[config.mk]
export PLATFORM = sky130hd
export DESIGN_NAME = xfer_dma_ctl
export DESIGN_NICKNAME = d
export VERILOG_FILES = /design/src/rtl/xfer_pkg.sv /design/src/rtl/xfer_grant.sv /design/src/rtl/xfer_chunk.sv /design/src/rtl/xfer_stat.sv /design/src/rtl/xfer_dma_ctl.sv
export SDC_FILE = /design/constraint.sdc
export NUM_CORES = 1
export LEC_CHECK = 0
export BUFFER_PORTS_ARGS = -buffer_cell sky130_fd_sc_hd__buf_2
export CORE_MARGIN = 3
export CORE_UTILIZATION = 36
export DETAILED_ROUTE_END_ITERATION = 16
export SLEW_MARGIN = 20
export SYNTH_ARGS = -nofsm -noshare
export SYNTH_HDL_FRONTEND = slang
export SYNTH_SLANG_ARGS = --single-unit
[constraint.sdc]
create_clock -name clk -period 12.45 [get_ports clk]
set_input_delay 1.8675 -clock clk [delete_from_list [all_inputs] [get_ports clk]]
set_output_delay 1.8675 -clock clk [all_outputs]
set_load 0.05 [all_outputs]
[src/rtl/xfer_pkg.sv]
// Shared types and register codes for the transfer controller.
package xfer_pkg;
    typedef enum logic [1:0] {
        ST_IDLE = 2'd0,
        ST_REQ  = 2'd1,
        ST_BUSY = 2'd2
    } xfer_state_t;

    localparam logic [7:0] STAT_IRQ  = 8'h80;
    localparam logic [7:0] STAT_TC   = 8'h10;
    localparam logic [7:0] INTR_SVC  = 8'h10;
    localparam logic [2:0] PH_OUT    = 3'd0;
    localparam logic [2:0] PH_IN     = 3'd1;
    localparam logic [2:0] PH_STATUS = 3'd3;
endpackage

[src/rtl/xfer_grant.sv]
// Granted-length calculation.
// Decodes the transfer count (zero means 2**CW) and caps it by the
// residual magnitude, or by CMD_MAX in command-collection mode.
// Assumes the residual never holds the most negative RW-bit value.
module xfer_grant #(
    parameter int CW      = 16,
    parameter int RW      = 24,
    parameter int CMD_MAX = 32
) (
    input  logic [CW-1:0] count_i,
    input  logic          cmd_i,
    input  logic [RW-1:0] resid_i,
    output logic [CW:0]   cnt_o,
    output logic [CW:0]   grant_o
);
    localparam int LW = CW + 1;
    localparam int MW = (RW > LW) ? RW : LW;
    localparam logic [LW-1:0] CMD_LIM = LW'(CMD_MAX);

    logic [RW-1:0] mag;
    logic [MW-1:0] mag_w;
    logic [MW-1:0] cnt_w;

    // decode count, take magnitude, pick the smaller bound
    always_comb begin
        cnt_o = (count_i == '0) ? {1'b1, {CW{1'b0}}} : {1'b0, count_i};
        mag   = resid_i[RW-1] ? ((~resid_i) + RW'(1)) : resid_i;
        mag_w = MW'(mag);
        cnt_w = MW'(cnt_o);
        if (cmd_i) begin
            grant_o = (cnt_o < CMD_LIM) ? cnt_o : CMD_LIM;
        end else begin
            grant_o = (mag_w < cnt_w) ? mag_w[LW-1:0] : cnt_o;
        end
    end
endmodule

[src/rtl/xfer_chunk.sv]
// Chunk sizing: the next chunk is the smaller of the remaining DMA length
// and the bytes the target has available. Purely combinational.
module xfer_chunk #(
    parameter int LW = 17
) (
    input  logic [LW-1:0] remain_i,
    input  logic [LW-1:0] avail_i,
    output logic [LW-1:0] len_o
);
    // minimum of the two bounds
    assign len_o = (avail_i < remain_i) ? avail_i : remain_i;
endmodule

[src/rtl/xfer_stat.sv]
// Status and interrupt register images.
// Target-done wins over every other update. A residual load rewrites the
// phase. Completion sets the interrupt and terminal-count bits, and a start
// clears terminal count. Assumes load, start and completion never coincide
// with target-done except as the top module sequences them.
module xfer_stat
    import xfer_pkg::*;
(
    input  logic       clk,
    input  logic       rst_n,
    input  logic       ld_i,
    input  logic       ld_neg_i,
    input  logic       clr_tc_i,
    input  logic       cmpl_i,
    input  logic       tdone_i,
    output logic [7:0] status_o,
    output logic [7:0] intr_o
);
    // register update with target-done priority
    always_ff @(posedge clk) begin
        if (!rst_n) begin
            status_o <= '0;
            intr_o   <= '0;
        end else if (tdone_i) begin
            status_o <= STAT_IRQ | STAT_TC | {5'b0, PH_STATUS};
            intr_o   <= INTR_SVC;
        end else begin
            if (ld_i) begin
                status_o <= {5'b0, ld_neg_i ? PH_OUT : PH_IN};
            end else if (cmpl_i) begin
                status_o <= status_o | STAT_IRQ | STAT_TC;
            end else if (clr_tc_i) begin
                status_o <= status_o & ~STAT_TC;
            end
            if (cmpl_i) begin
                intr_o <= INTR_SVC;
            end
        end
    end


    tdone_status_chk: assert property (@(posedge clk) disable iff (!rst_n)
        tdone_i |=> (status_o == 8'h93) && (intr_o == 8'h10));


    load_phase_chk: assert property (@(posedge clk) disable iff (!rst_n)
        (ld_i && !tdone_i) |=> (status_o[7:3] == 5'd0));
endmodule

[src/rtl/xfer_dma_ctl.sv]
// Transfer length and DMA completion controller (top).
// Tracks a signed residual byte count (negative = toward device), the
// remaining DMA length, the target's available bytes and the pending
// transfer size. Issues one chunk request at a time and decides when the
// transfer completes. Assumes residual load, start, data-available and
// target-done arrive only while no chunk is outstanding.
module xfer_dma_ctl
    import xfer_pkg::*;
#(
    parameter int CW      = 16,
    parameter int RW      = 24,
    parameter int CMD_MAX = 32
) (
    input  logic          clk,
    input  logic          rst_n,
    input  logic          resid_ld_i,
    input  logic [RW-1:0] resid_in_i,
    input  logic          start_i,
    input  logic          cmd_mode_i,
    input  logic [CW-1:0] count_i,
    input  logic          avail_vld_i,
    input  logic [CW:0]   avail_len_i,
    input  logic          tgt_done_i,
    output logic          req_valid_o,
    input  logic          req_ready_i,
    output logic [CW:0]   req_len_o,
    output logic          req_dir_o,
    input  logic          cdone_i,
    output logic [RW-1:0] resid_o,
    output logic [CW:0]   remain_o,
    output logic [7:0]    status_o,
    output logic [7:0]    intr_o,
    output logic          cmpl_o
);
    localparam int LW = CW + 1;

    xfer_state_t   state;
    logic [RW-1:0] resid;
    logic [LW-1:0] remain, avail, xsize, len_q;
    logic          cmd_act, dir_q;

    logic [LW-1:0] cnt_full, grant, ch_rem, ch_av, chunk_len, issue_len;
    logic [LW-1:0] ev_avail, ev_remain;
    logic [RW-1:0] ev_resid;
    logic          in_idle, do_tdone, do_start, do_avail, do_ld, do_cdone;
    logic          resid_pos, ev_pos, issue, issue_dir, cmpl_set;

    xfer_grant #(.CW(CW), .RW(RW), .CMD_MAX(CMD_MAX)) u_grant (
        .count_i (count_i),
        .cmd_i   (cmd_mode_i),
        .resid_i (resid),
        .cnt_o   (cnt_full),
        .grant_o (grant)
    );

    xfer_chunk #(.LW(LW)) u_chunk (
        .remain_i (ch_rem),
        .avail_i  (ch_av),
        .len_o    (chunk_len)
    );

    // event decode, one event accepted per idle cycle
    always_comb begin
        in_idle  = (state == ST_IDLE);
        do_tdone = in_idle && tgt_done_i;
        do_start = in_idle && !tgt_done_i && start_i;
        do_avail = in_idle && !tgt_done_i && !start_i && avail_vld_i;
        do_ld    = in_idle && !tgt_done_i && !start_i && !avail_vld_i && resid_ld_i;
        do_cdone = (state == ST_BUSY) && cdone_i;
    end

    // chunk sizing inputs: a fresh grant on start, fresh data on arrival
    always_comb begin
        ch_rem = do_start ? grant : remain;
        ch_av  = do_avail ? avail_len_i : avail;
    end

    // post-chunk bookkeeping values
    always_comb begin
        ev_avail  = avail - len_q;
        ev_remain = remain - len_q;
        ev_resid  = dir_q ? (resid + RW'(len_q)) : (resid - RW'(len_q));
        resid_pos = !resid[RW-1] && (resid != '0);
        ev_pos    = !ev_resid[RW-1] && (ev_resid != '0);
    end

    // request issue and completion decisions
    always_comb begin
        issue     = 1'b0;
        issue_len = chunk_len;
        issue_dir = resid[RW-1];
        cmpl_set  = 1'b0;
        if (do_tdone) begin
            cmpl_set = 1'b1;
        end else if (do_start) begin
            if (cmd_mode_i) begin
                issue     = 1'b1;
                issue_len = grant;
                issue_dir = 1'b1;
            end else if (avail != '0) begin
                issue    = (chunk_len != '0);
                cmpl_set = (chunk_len == '0);
            end
        end else if (do_avail) begin
            if (remain != '0) begin
                issue = (avail_len_i != '0);
            end else begin
                cmpl_set = (xsize != '0) && !resid_pos;
            end
        end else if (do_cdone && !cmd_act) begin
            cmpl_set = (ev_avail != '0) ||
                       (!dir_q && (ev_remain == '0) && ev_pos);
        end
    end

    // state machine and counters
    always_ff @(posedge clk) begin
        if (!rst_n) begin
            state   <= ST_IDLE;
            resid   <= '0;
            remain  <= '0;
            avail   <= '0;
            xsize   <= '0;
            len_q   <= '0;
            dir_q   <= 1'b0;
            cmd_act <= 1'b0;
            cmpl_o  <= 1'b0;
        end else begin
            cmpl_o <= cmpl_set;
            unique case (state)
                ST_IDLE: begin
                    if (do_tdone) begin
                        resid  <= '0;
                        remain <= '0;
                        avail  <= '0;
                    end else if (do_start) begin
                        remain  <= grant;
                        xsize   <= cnt_full;
                        cmd_act <= cmd_mode_i;
                    end else if (do_avail) begin
                        avail <= avail_len_i;
                    end else if (do_ld) begin
                        resid <= resid_in_i;
                    end
                    if (issue) begin
                        state <= ST_REQ;
                        len_q <= issue_len;
                        dir_q <= issue_dir;
                    end
                    if (cmpl_set) begin
                        xsize <= '0;
                    end
                end
                ST_REQ: begin
                    if (req_ready_i) begin
                        state <= ST_BUSY;
                    end
                end
                ST_BUSY: begin
                    if (do_cdone) begin
                        state <= ST_IDLE;
                        if (cmd_act) begin
                            resid   <= '0;
                            remain  <= '0;
                            xsize   <= '0;
                            cmd_act <= 1'b0;
                        end else begin
                            avail  <= ev_avail;
                            remain <= ev_remain;
                            resid  <= ev_resid;
                            if (cmpl_set) begin
                                xsize <= '0;
                            end
                        end
                    end
                end
                default: state <= ST_IDLE;
            endcase
        end
    end

    xfer_stat u_stat (
        .clk      (clk),
        .rst_n    (rst_n),
        .ld_i     (do_ld),
        .ld_neg_i (resid_in_i[RW-1]),
        .clr_tc_i (do_start),
        .cmpl_i   (cmpl_set),
        .tdone_i  (do_tdone),
        .status_o (status_o),
        .intr_o   (intr_o)
    );

    assign req_valid_o = (state == ST_REQ);
    assign req_len_o   = len_q;
    assign req_dir_o   = dir_q;
    assign resid_o     = resid;
    assign remain_o    = remain;


    req_hold_chk: assert property (@(posedge clk) disable iff (!rst_n)
        (req_valid_o && !req_ready_i) |=>
            (req_valid_o && $stable(req_len_o) && $stable(req_dir_o)));


    req_nonzero_chk: assert property (@(posedge clk) disable iff (!rst_n)
        req_valid_o |-> (req_len_o != '0));


    cmd_len_chk: assert property (@(posedge clk) disable iff (!rst_n)
        (req_valid_o && cmd_act) |-> (req_len_o <= LW'(CMD_MAX)) && req_dir_o);


    req_within_chk: assert property (@(posedge clk) disable iff (!rst_n)
        (req_valid_o && !cmd_act) |-> ((req_len_o <= remain) && (req_len_o <= avail)));


    cmpl_effect_chk: assert property (@(posedge clk) disable iff (!rst_n)
        cmpl_o |-> ((intr_o == 8'h10) && status_o[7] && status_o[4]));


    start_tc_chk: assert property (@(posedge clk) disable iff (!rst_n)
        (do_start && !cmpl_set) |=> !status_o[4]);
endmodule

Word level (Yosys, flattened, before mapping)
Index checks and enable logic that the tools add are counted.

cells by class
  muxes and demuxes = 66
  bitwise gates (word level) = 2
  order comparisons = 3
  reduce and logical (&&, ||, !) cells = 48
  add/sub/neg operators = 5
  eq/ne operators = 14

operators with widths
  operator                                             count
  2-to-1 mux 17 bit                                    23
  2-to-1 mux 24 bit                                    8
  one-hot mux 17 bit (2 select lines)                  3
  nonzero test 17 bit                                  6
  one-hot mux 24 bit (2 select lines)                  1
  nonzero test 24 bit                                  2
  logical NOT 17 bit                                   2
  subtractor 17 bit                                    2
  adder 24 x 1 -> 24 bit, second input constant        1
  adder 24 x 17 -> 24 bit                              1
  < comparator 24 x 17 -> 1 bit                        1
  2-to-1 mux 8 bit                                     3
  inverter 24 bit                                      1
  subtractor 24 x 17 -> 24 bit                         1
  2-to-1 mux 1 bit                                     20
  < comparator 17 bit                                  1
  < comparator 17 x 6 -> 1 bit, second input constant  1
  logical NOT 16 bit                                   1
  2-to-1 mux 5 bit                                     3
  logical AND 1 bit                                    14
  AND reduction 5 bit                                  2
  inequality test 3 bit, second input constant         3
  logical NOT 1 bit                                    8
  AND reduction 4 bit                                  2
  other kinds (18)                                     28

word-level totals
  output and inout bits = 77
  input port bits = 66
  word-level logic and storage cells = 152
  bits in registers = 103

Longest topological paths before layout
Gate-level depths: netlist of the first run.

  depth after elaboration = 18
  mapped depth = 36
  mapped depth without buffers = 30

Hierarchy
Synthesis of the first run repeated with hierarchy kept, for this count alone.

second synthesis, totals
  cell total of the unflattened synthesis = 1529
  area total of the unflattened synthesis = 11288.3 um2

by module, submodules not included
  module        instances  cells each  area an instance (um2)
  xfer_dma_ctl  1          1143        8684.6
  xfer_grant    1          221         1421.4
  xfer_chunk    1          135         919.6
  xfer_stat     1          30          262.8

Least setup slack after synthesis of the first run
No wires, ideal clock.

  kind = input port to flip-flop
  from = in count_i[5]
  to = reg u_stat.status_o[4]
  arrival = 7.225 ns
  library setup time = 0.120 ns
  path slack = 5.105 ns
  stages on the path = 26
  cell sequence = nor4_1 > and4_1 > nand2_1 > ha_1 > a311oi_1 > and3_1 > and4b_1 > buf_2 > and2_1 > buf_4 > buf_4 > nor2_1 > o311a_1 > ha_1 > a21o_1 > a21o_1 > a21o_1 > or4b_1 > a2111oi_0 > a21boi_0 > a31o_2 > a22oi_2 > or2b_1 > nor3_4 > buf_4 > o31a_1

on the way
  cells in the longest elaborated chain, start to end = 16
  elaborated cells on any way between the ends = 19

ends and longest elaborated chain
  item                                                                           RTL line                            RTL
  start: declaration                                                             xfer_dma_ctl.sv:20                  input logic [CW-1:0] count_i,
  logical NOT 16 bit                                                             xfer_grant.sv:26                    cnt_o = (count_i == '0) ? {1'b1, {CW{1'b0}}} : {1'b0, count_i};
  2-to-1 mux 17 bit (*)                                                          xfer_grant.sv:26
  < comparator 24 x 17 -> 1 bit or < comparator 17 x 6 -> 1 bit (tied branches)  xfer_grant.sv:33, xfer_grant.sv:31
  2-to-1 mux 17 bit (on tied branches)                                           xfer_grant.sv:33, xfer_grant.sv:31
  2-to-1 mux 17 bit (*)                                                          xfer_grant.sv:30                    if (cmd_i) begin
  2-to-1 mux 17 bit (*)                                                          -
  < comparator 17 bit                                                            xfer_chunk.sv:11                    assign len_o = (avail_i < remain_i) ? avail_i : remain_i;
  2-to-1 mux 17 bit (*)                                                          xfer_chunk.sv:11
  logical NOT 17 bit (*)                                                         xfer_dma_ctl.sv:102                 cmpl_set = (chunk_len == '0);
  2-to-1 mux 1 bit (*)                                                           xfer_dma_ctl.sv:100                 end else if (avail != '0) begin
  2-to-1 mux 1 bit (*)                                                           xfer_dma_ctl.sv:96                  if (cmd_mode_i) begin
  2-to-1 mux 1 bit (*)                                                           xfer_dma_ctl.sv:95                  end else if (do_start) begin
  2-to-1 mux 1 bit (*)                                                           xfer_dma_ctl.sv:93                  if (do_tdone) begin
  2-to-1 mux 8 bit                                                               xfer_stat.sv:30                     end else if (cmpl_i) begin
  2-to-1 mux 8 bit                                                               xfer_stat.sv:28                     if (ld_i) begin
  2-to-1 mux 8 bit                                                               xfer_stat.sv:24                     end else if (tdone_i) begin
  end signal: assignment                                                         xfer_stat.sv:25                     status_o <= STAT_IRQ | STAT_TC | {5'b0, PH_STATUS};
  end signal: assignment                                                         xfer_stat.sv:29                     status_o <= {5'b0, ld_neg_i ? PH_OUT : PH_IN};
  end signal: assignment                                                         xfer_stat.sv:31                     status_o <= status_o | STAT_IRQ | STAT_TC;
  end: declaration                                                               xfer_stat.sv:16                     output logic [7:0] status_o,

Every way passes the cells marked *; elsewhere a longest branch is shown, timed or not. The select of a mux whose other input is x is not followed.
A chain may end at the register's enable or synchronous reset.

Worst setup path after layout of the first run
  from = reg resid[0], in the netlist resid_o[0]
  to = reg u_stat.intr_o[4]

on the way
  cells in the longest elaborated chain, start to end = 15
  elaborated cells on any way between the ends = 30

ends and longest elaborated chain
  item                                     RTL line             RTL
  start: declaration                       xfer_dma_ctl.sv:38   logic [RW-1:0] resid;
  start signal: assignment                 xfer_dma_ctl.sv:143  resid <= resid_in_i;
  start signal: assignment                 xfer_dma_ctl.sv:170  resid <= ev_resid;
  inverter 24 bit                          xfer_grant.sv:27     mag = resid_i[RW-1] ? ((~resid_i) + RW'(1)) : resid_i;
  adder 24 x 1 -> 24 bit                   xfer_grant.sv:27
  2-to-1 mux 24 bit                        xfer_grant.sv:27
  < comparator 24 x 17 -> 1 bit            xfer_grant.sv:33     grant_o = (mag_w < cnt_w) ? mag_w[LW-1:0] : cnt_o;
  2-to-1 mux 17 bit                        xfer_grant.sv:33
  2-to-1 mux 17 bit                        xfer_grant.sv:30
  2-to-1 mux 17 bit                        -
  < comparator 17 bit                      xfer_chunk.sv:11
  2-to-1 mux 17 bit                        xfer_chunk.sv:11
  logical NOT 17 bit                       xfer_dma_ctl.sv:102
  2-to-1 mux 1 bit                         xfer_dma_ctl.sv:100
  2-to-1 mux 1 bit                         xfer_dma_ctl.sv:96
  2-to-1 mux 1 bit (*)                     xfer_dma_ctl.sv:95
  2-to-1 mux 1 bit (*)                     xfer_dma_ctl.sv:93
  nonzero test 2 bit (no source line) (*)  -
  end signal: assignment                   xfer_stat.sv:23      intr_o <= '0;
  end signal: assignment                   xfer_stat.sv:26      intr_o <= INTR_SVC;
  end signal: assignment                   xfer_stat.sv:36      intr_o <= INTR_SVC;
  end: declaration                         xfer_stat.sv:17      output logic [7:0] intr_o

Every way passes the cells marked *; elsewhere a longest branch is shown, timed or not.

==> flow_metrics.tcl, run 1 <==
set metrics [dict create \
    ys_seq_area_frac 0.193 \
    hold_class "register to register" \
    worst-setup-path-type "register to register" \
    worstMarginPinSlew_ns 1.05 \
    drc 0 \
    stdcell_count 1871 \
    final_cell_area_sq_um 11800 \
    area_delta_synth_final_pct 12.0 \
    synth_compound_area_frac 0.285 \
    ys_types 95 \
    hold_viol_final 0 \
    antenna_found_initial 1 \
    path_clk_slew_ns 0.08 \
    synth_area_leader_cell "dfxtp_1" \
    finalSetupTns_ns 0 \
    synthAdderAreaFrac 0.110 \
    cts-root-buf "clkbuf_16" \
    cts_setup_buffers 0 \
    synth-seq-cells 102 \
    final_cell_mix "131 x buf_2, 121 x nor2_1, 102 x nand2_1, 102 x dfxtp_1, 88 x ha_1" \
    synth_top_family_by_area "compound AO/OA/AOI/OAI gates" \
    die_w_microns 177 \
    layout-drive-gt1-share 0.139 \
    die_h_microns 177 \
    avgViaCountPerCell 6.19 \
    drt_iter0_drc 1098 \
    wl_per_cell_microns 23.4 \
    cpPeakStageDelay_ns 0.63 \
    totalWireLength_microns 43700 \
    cts_buffer_depth 2 \
    grt_pass1_wl_microns 65000 \
    synth_area_per_cell_sq_um 7.53 \
    p_per_area_nw_per_um2 207 \
    initial_core_util 0.367 \
    max_slew_margin 0.299 \
    synth.cell_area_sq_um 10600 \
    ir_worst_vdd_mv 0.0775 \
    rsz0062_at_grt "false" \
    crit_family "compound AO/OA/AOI/OAI gates" \
    period_share 0.742 \
    synth_warnings 0 \
    diodes 0 \
    max_freq_ghz 0.108 \
    cts_max_level 3 \
    startpoint_type "register" \
    place_ws_ns 3.07 \
    max-cap-violations 0 \
    dr.pass1.iters 5 \
    cts.sink_count 102 \
    cp_slowest_cell "and2_1" \
    tritoncts "yes" \
    worst_slack_ns 3.21 \
    min_period_ns 9.24 \
    grtUsageTotal 0.269 \
    detailed_place_hpwl_microns 34300 \
    critical_path_peak_fanout 22 \
    syn_inst 1404 \
    synth_edf_count 0 \
    vias 11600 \
    antenna_left 0 \
    dpl_cell_area_sq_um 11500 \
    endpoint_kind "register" \
    placed_cells 1857 \
    nets 1641 \
    overflow 0 \
    final_common_cell "buf_2" \
    crit_arrival_ns 9.48 \
    path_buf_inv 3 \
    setup_viol_count_final 0 \
    grt_max_degree 53 \
    die_area_sq_um 31400 \
    cpMostUsedCell "ha_1" \
    rows 62 \
    io_pins 143 \
    synth_top_area_share 0.193 \
    cts_resized 0 \
    place.gp.congestion 1.01 \
    synthMuxAreaShare 0.0381 \
    status "complete, no violations" \
    core_area_sq_um 28800 \
    cts_made_buffers 9 \
    port_buffers 131 \
    skew_ns 0.0173 \
    synth-simple-area-share 0.245 \
    drv_slew 0 \
    p_leak_nw 5.26 \
    critPathRequiredTime_ns 12.69 \
    timing.hold.ws_ns 0.491 \
    synthArstFlopShare 0 \
    clk_latency_ns 0.37 \
    synth_xor_area_frac 0.0605 \
    postCtsHoldBufs 0 \
    synthTopCellsByArea "dfxtp_1 19%, ha_1 10%, xnor2_1 4.6%, nor2_1 4.3%, a21oi_1 3.8%" \
    grt_pass1_vias 10700 \
    synth-main-ff-cell "dfxtp_1" \
]
logic make-up (layout without fill, tap and decap cells):
group,Yosys count,count (layout)
compound gates,432,432
xor+xnor,73,73
fa+ha+maj,91,91
buf+inv,173,246
flops,102,102
mux,39,39
other cells,1,11
simple gates,493,493
Yosys cell counts, drive strengths merged, types with 5 or more instances:
master,count
a21oi,80
o31ai,13
nand4,36
and2,14
a31o,6
a211oi,15
mux2i,29
or4b,5
nor3,32
mux2,10
dfxtp,102
or2,10
a21o,13
a311oi,7
o211a,23
a221oi,11
or3,5
o311a,5
ha,88
o211ai,24
inv,85
nor2,122
nor4,40
a31oi,15
a22oi,18
and4,9
a21boi,5
and3,24
o31a,11
nand2,102
nor2b,15
nand3,42
o21a,20
nand2b,11
o21ai,99
xor2,17
nor3b,5
a211o,6
buf,33
xnor2,56
or4,5
clkbuf,55
o221ai,13
o21bai,5
final cells by class:
cell class | count | area [sq um]
Tap cell | 384 | 480
Sequential cell | 102 | 2040
Clock buffer | 10 | 239
Clock inverter | 4 | 72.6
Timing Repair Buffer | 147 | 796
Multi-Input combinational cell | 1139 | 7890
Fill cell | 3017 | 16900
Inverter | 85 | 319
worst min-delay path, delay by kind of cell, from the launching register on:
family           cells  cell delay, ns
DFF                  1            0.33
and+or+nand+nor      1            0.06
muxes                1            0.06
layer usage:
layer  track usage  part of all wire  vias up
met5             0           0.00030        -
met4        0.0785             0.030        2
met3        0.0443             0.073       86
met2         0.431              0.45      481
met1         0.371              0.45     5606
li1              -                 -     5408
per-stage QoR:
step / util / power, W
6_report: 0.411 / 0.00245
5_1_grt: 0.411 / 0.00262
4_1_cts: 0.411 / 0.00243
3_5_place_dp: 0.400 / 0.00210
3_3_place_gp: 0.399 / 0.00209
2_1_floorplan: - / 0.00167
power breakdown:
group	leakage, nW	switching, W	internal, W	total, W
Sequential	0.838	0.0000861	0.000366	0.000453
Clock	0.150	0.000141	0.000180	0.000321
Combinational	4.27	0.00107	0.000614	0.00168
Total	5.26	0.00129	0.00116	0.00245
path summary, 6_finish.rpt:
| check | cells after the start | startpoint | to | slack, ns |
|---|---|---|---|---|
| max reg2reg | 29 | resid_o[0] | u_stat.intr_o[4] | 3.21 |
| min | 2 | req_len_o[10] | req_len_o[10] | 0.49 |
| max | 29 | resid_o[0] | u_stat.intr_o[4] | 3.21 |
| min reg2reg | 2 | req_len_o[10] | req_len_o[10] | 0.49 |
registers in the layout (all words and copies together), names as in the netlist:
signal / flops
resid_o: 24
avail: 17
remain_o: 17
req_len_o: 17
xsize: 17
u_stat.status_o: 4
state: 2
cmd_act: 1
cmpl_o: 1
req_dir_o: 1
u_stat.intr_o: 1
No activity file was read; power rests on OpenSTA's default activity.
==> run 2, diff against run 1 <==
--- a/config.mk
+++ b/config.mk
@@ -5,6 +5,7 @@
 export SDC_FILE = /design/constraint.sdc
 export NUM_CORES = 1
 export LEC_CHECK = 0
+export ABC_AREA = 1
 export BUFFER_PORTS_ARGS = -buffer_cell sky130_fd_sc_hd__buf_2
 export CORE_MARGIN = 3
 export CORE_UTILIZATION = 36
==> constraint.sdc (replaced) <==
create_clock -name clk -period 8.3 [get_ports clk]
set_input_delay 1.245 -clock clk [delete_from_list [all_inputs] [get_ports clk]]
set_output_delay 1.245 -clock clk [all_outputs]
set_load 0.05 [all_outputs]
==> run 2 against run 1 <==
  * First-iteration DRC count shrank 16%
  * Power grew 39%
  * Sequential share of layout area grew 0.66 points
  * Global-route usage shrank 2.2 points
  * Sequential cell count is the same
  * Combinational power grew 31%
  * Highest routed layer is now met4
==> flow_metrics.tcl, run 2 <==
set metrics [dict create \
    rsz0062_at_grt "false" \
    fin_util 0.416 \
    path_clk_slew_ns 0.08 \
    synthTopCellsByArea "dfxtp_1 20%, nand2_1 13%, ha_1 11%, inv_1 6.2%, xor2_1 6.0%" \
    vias 11100 \
    hold_class "register to register" \
    worstHoldStart "u_stat.intr_o[4]" \
    min_period_ns 6.87 \
    die_area_sq_um 30400 \
    antenna_left 0 \
    grt_max_degree 75 \
    startpoint_type "register" \
    final_cell_mix "351 x nand2_1, 168 x inv_1, 131 x buf_2, 126 x nor2_1, 118 x a21oi_1" \
    largest_reg_flops 24 \
    synth-main-ff-cell "dfxtp_1" \
    dpl_cell_area_sq_um 11100 \
    port_buffers 131 \
    max_slew_margin 0.329 \
    cts_max_level 3 \
    grtUsageTotal 0.247 \
    cpMostUsedCell "nand2_1" \
    worst-setup-path-type "register to register" \
    core_area_sq_um 27400 \
    detailed_place_hpwl_microns 30800 \
    wl_per_cell_microns 18.9 \
    cp-startpoint "resid_o[23]" \
    rows 60 \
    diodes 0 \
    p_leak_nw 5.58 \
    synthArstFlopShare 0 \
    overflow 0 \
    drc 0 \
    synth-seq-cells 102 \
    final_common_cell "nand2_1" \
    crit_arrival_ns 7.12 \
    final_cell_area_sq_um 11400 \
    synth_top_area_share 0.200 \
    synth_area_per_cell_sq_um 6.47 \
    ir_worst_vdd_mv 0.127 \
    ys_top_cells_by_count "352 x nand2_1, 168 x inv_1, 129 x nor2_1" \
    period_share 0.828 \
    r2r_setup_slack_ns 1.43 \
    die_w_microns 174 \
    synth_area_leader_cell "dfxtp_1" \
    critical_path_peak_fanout 34 \
    grt_pass1_wl_microns 59200 \
    endpoint_kind "register" \
    rr_startpoint "resid_o[23]" \
    cts_setup_buffers 0 \
    cp_slowest_cell "dfxtp_1" \
    nets 1821 \
    totalWireLength_microns 38500 \
    cpPeakStageDelay_ns 0.98 \
    dr.pass1.iters 5 \
    tritoncts "yes" \
    area_delta_synth_final_pct 11.8 \
    p_total_w 0.00342 \
    drv_slew 0 \
    cts_resized 0 \
    max_freq_ghz 0.146 \
    hold_viol_final 0 \
    avgViaCountPerCell 5.45 \
    finalSetupTns_ns 0 \
    critPathRequiredTime_ns 8.55 \
    ys_types 59 \
    postCtsHoldBufs 0 \
    setup_viol_count_final 0 \
    cts_buffer_depth 2 \
    max-cap-violations 0 \
    layout-drive-gt1-share 0.138 \
    ys_seq_area_frac 0.200 \
    skew_ns 0.00991 \
    synth.cell_area_sq_um 10200 \
    p_per_area_nw_per_um2 300 \
    cts.sink_count 102 \
    worstMarginPinSlew_ns 1.01 \
    timing.hold.ws_ns 0.468 \
    grt_pass1_vias 10300 \
    die_h_microns 174 \
    syn_inst 1575 \
    yosysMostFrequentCell "nand2_1" \
    synth_edf_count 0 \
    initial_core_util 0.372 \
    cts-root-buf "clkbuf_16" \
    antenna_found_initial 0 \
    synth_warnings 0 \
    io_pins 143 \
    clk_latency_ns 0.36 \
    drt_iter0_drc 920 \
    status "complete, no violations" \
    place.gp.congestion 0.977 \
    cts_made_buffers 9 \
]
run 2: cell types whose count changed in the layout (fill, tap and decap cells not counted), moves of 29 or more:
cell,previous run,this run
nand2_1,102,351
inv_1,84,168
xor2_1,17,70
xnor2_1,56,15
a21oi_1,78,118
mux2i_1,29,0
run 2: worst paths after layout:
check	to	cells after the start
setup / recovery	xsize[1]	30
hold / removal	u_stat.intr_o[4]	2
setup reg to reg	xsize[1]	30
hold reg to reg	u_stat.intr_o[4]	2
run 2: layout make-up:
type,count,area (sq um)
multi-input cells,1227,7140
inverters,186,698
clock inverters,7,120
repair buffers,138,708
clock buffers,9,225
well taps,372,465
fillers,2984,16000
flip-flops and latches,102,2040
run 2: cell families (layout without fill, tap and decap cells):
kind of cell / count (synthesis) / in the layout / share of synthesized area
AND/OR/NAND/NOR: 689 / 689 / 0.307
AO/OA/AOI/OAI: 351 / 351 / 0.201
buffers and inverters: 256 / 340 / 0.105
flip-flops: 102 / 102 / 0.200
adder cells (fa/ha/maj): 91 / 91 / 0.114
XOR/XNOR: 85 / 85 / 0.0730
other: 1 / 11 / 0.000368
run 2: per-stage QoR:
stage | instances | setup WS, ns
2_1_floorplan | 1585 | 2.99
3_3_place_gp | 2025 | 1.67
3_5_place_dp | 2025 | 1.52
4_1_cts | 2041 | 1.57
5_1_grt | 2041 | 0.743
6_report | 2041 | 1.43
run 2: report_power, final:
group / switching (W) / internal, W / total [W]
logic: 0.00147 / 0.000737 / 0.00220
clock network: 0.000222 / 0.000298 / 0.000519
registers: 0.000126 / 0.000571 / 0.000697
run 2: routing by layer:
layer,up-vias,GRT usage,routed length [microns]
met5,-,0,0
met4,0,0.0767,1120
met3,49,0.0419,2640
met2,424,0.395,17500
met1,5160,0.339,17200
li1,5490,-,-
run 2: worst max-delay path: cells and delay by family, from the launching register on:
family	cells	cell delay [ns]
AND/OR/NAND/NOR	17	2.28
AO/OA/AOI/OAI	8	2.26
flip-flops	1	0.98
adder cells (fa/ha/maj)	2	0.54
buffers and inverters	2	0.34
XOR/XNOR	1	0.30
==> run 3, diff against run 2 <==
==> constraint.sdc (replaced) <==
create_clock -name clk -period 6.7 [get_ports clk]
set_input_delay 1.005 -clock clk [delete_from_list [all_inputs] [get_ports clk]]
set_output_delay 1.005 -clock clk [all_outputs]
set_load 0.05 [all_outputs]
==> run 3 against run 2 <==
  * Non-clock buffer count rose by 11
  * Clock skew rose by 0.0025 ns
  * Fmax is 12% higher
  * Cell count rose by 0.54%
  * Critical path depth is 4 higher
  * Sequential cell count is the same
  * Global-route usage shrank 0.065 points
  * Sequential power increased by 22%
  * Worst setup slack lost 0.86 ns
  * Final area rose by 0.68%
  * Via count grew 0.75%
  * Combinational power increased by 25%
  * Largest cell class unchanged
==> flow_metrics.tcl, run 3 (same netlist as run 2, synthesis figures left out) <==
set metrics [dict create \
    rsz0062_at_grt "false" \
    p_total_w 0.00423 \
    max_freq_ghz 0.163 \
    die_w_microns 174 \
    grt_max_degree 78 \
    area_delta_synth_final_pct 12.6 \
    min_period_ns 6.13 \
    initial_core_util 0.372 \
    io_pins 143 \
    cts_resized 0 \
    critical_path_peak_fanout 34 \
    cts.sink_count 102 \
    drc 0 \
    p_per_area_nw_per_um2 368 \
    cts_setup_buffers 0 \
    vias 11200 \
    tritoncts "yes" \
    grt_pass1_vias 10400 \
    hold_class "register to register" \
    core_area_sq_um 27400 \
    drt_iter0_drc 975 \
    n_fill_cell 3003 \
    antenna_left 0 \
    final_cell_mix "351 x nand2_1, 168 x inv_1, 131 x buf_2, 126 x nor2_1, 118 x a21oi_1" \
    status "complete, no violations" \
    cpMostUsedCell "nand2_1" \
    max_slew_margin 0.327 \
    ir_worst_vdd_mv 0.163 \
    die_h_microns 174 \
    stdcell_count 2052 \
    avgViaCountPerCell 5.46 \
    grt_pass1_wl_microns 59100 \
    diodes 0 \
    crit_arrival_ns 6.43 \
    totalWireLength_microns 38500 \
    layout-drive-gt1-share 0.144 \
    multi_input_area_sq_um 7150 \
    drv_slew 0 \
    path_clk_slew_ns 0.08 \
    wl_per_cell_microns 18.8 \
    worstMarginPinSlew_ns 1.01 \
    worst-setup-path-type "register to register" \
    critPathRequiredTime_ns 7.00 \
    cts_max_level 3 \
    place.gp.congestion 0.980 \
    cts_buffer_depth 2 \
    max-cap-violations 0 \
    cpPeakStageDelay_ns 0.50 \
    register_area_sq_um 2040 \
    endpoint_kind "register" \
    postCtsHoldBufs 0 \
    antenna_found_initial 0 \
    detailed_place_hpwl_microns 30700 \
    die_area_sq_um 30400 \
    clk_latency_ns 0.37 \
    overflow 0 \
    period_share 0.915 \
    cts_made_buffers 9 \
    hold_viol_final 0 \
    cts-root-buf "clkbuf_16" \
    port_buffers 131 \
    cp_slowest_cell "o21ai_1" \
    largest_reg_flops 24 \
    rows 60 \
    setup_viol_count_final 0 \
    grtUsageTotal 0.246 \
    skew_ns 0.0125 \
    final_common_cell "nand2_1" \
    dr.pass1.iters 5 \
    placed_cells 2036 \
    nets 1832 \
    fin_util 0.419 \
    p_leak_nw 5.62 \
    finalSetupTns_ns 0 \
    startpoint_type "register" \
]
[run 3: cell count changes in the layout (fill, tap and decap cells not counted), sizes merged]
cell      delta
buf         +11
bufinv       -1
clkinvlp     +1
[run 3: cell type report]
| class | count | share of cell area |
|---|---|---|
| Tap cell | 372 | 0.0405 |
| Timing Repair Buffer | 149 | 0.0689 |
| Inverter | 186 | 0.0608 |
| Clock inverter | 7 | 0.00905 |
| Clock buffer | 9 | 0.0196 |
| Multi-Input combinational cell | 1227 | 0.623 |
| Sequential cell | 102 | 0.178 |
[run 3: power breakdown]
part	internal [W]	switching, W
logic	0.000923	0.00184
clock network	0.000334	0.000283
registers	0.000707	0.000144
[run 3: worst paths after layout]
kind | end | startpoint | depth (start not counted) | slack (ns)
worst max-delay path | xsize[7] | resid_o[1] | 34 | 0.57
worst min-delay path | u_stat.intr_o[4] | u_stat.intr_o[4] | 2 | 0.48
worst max register to register | xsize[7] | resid_o[1] | 34 | 0.57
worst min register to register | u_stat.intr_o[4] | u_stat.intr_o[4] | 2 | 0.48
[run 3: worst max-delay path: cells and delay by family (launching register included)]
| kind | cells | cell delay (ns) |
|---|---|---|
| DFF | 1 | 0.35 |
| AOI/OAI and AO/OA | 8 | 2.01 |
| xor gates and xnor gates | 1 | 0.14 |
| buffers and inverters | 3 | 0.34 |
| adders and majority gates | 3 | 0.74 |
| and+or+nand+nor | 19 | 2.47 |
[run 3: through the flow]
stage / hold WS [ns] / setup WS [ns] / cell area [sq um]
2_1_floorplan: 0.455 / 1.39 / 10200
3_3_place_gp: 0.451 / 0.375 / 11100
3_5_place_dp: 0.479 / 0.187 / 11100
4_1_cts: 0.491 / 0.353 / 11500
5_1_grt: 0.511 / 0.0740 / 11500
6_report: 0.482 / 0.570 / 11500
[run 3: per-layer routing]
metal / vias to the layer above / track usage / share of wire
met5: - / 0 / 0
met4: 0 / 0.0965 / 0.038
met3: 70 / 0.0461 / 0.071
met2: 416 / 0.395 / 0.45
met1: 5183 / 0.326 / 0.44
li1: 5537 / - / -
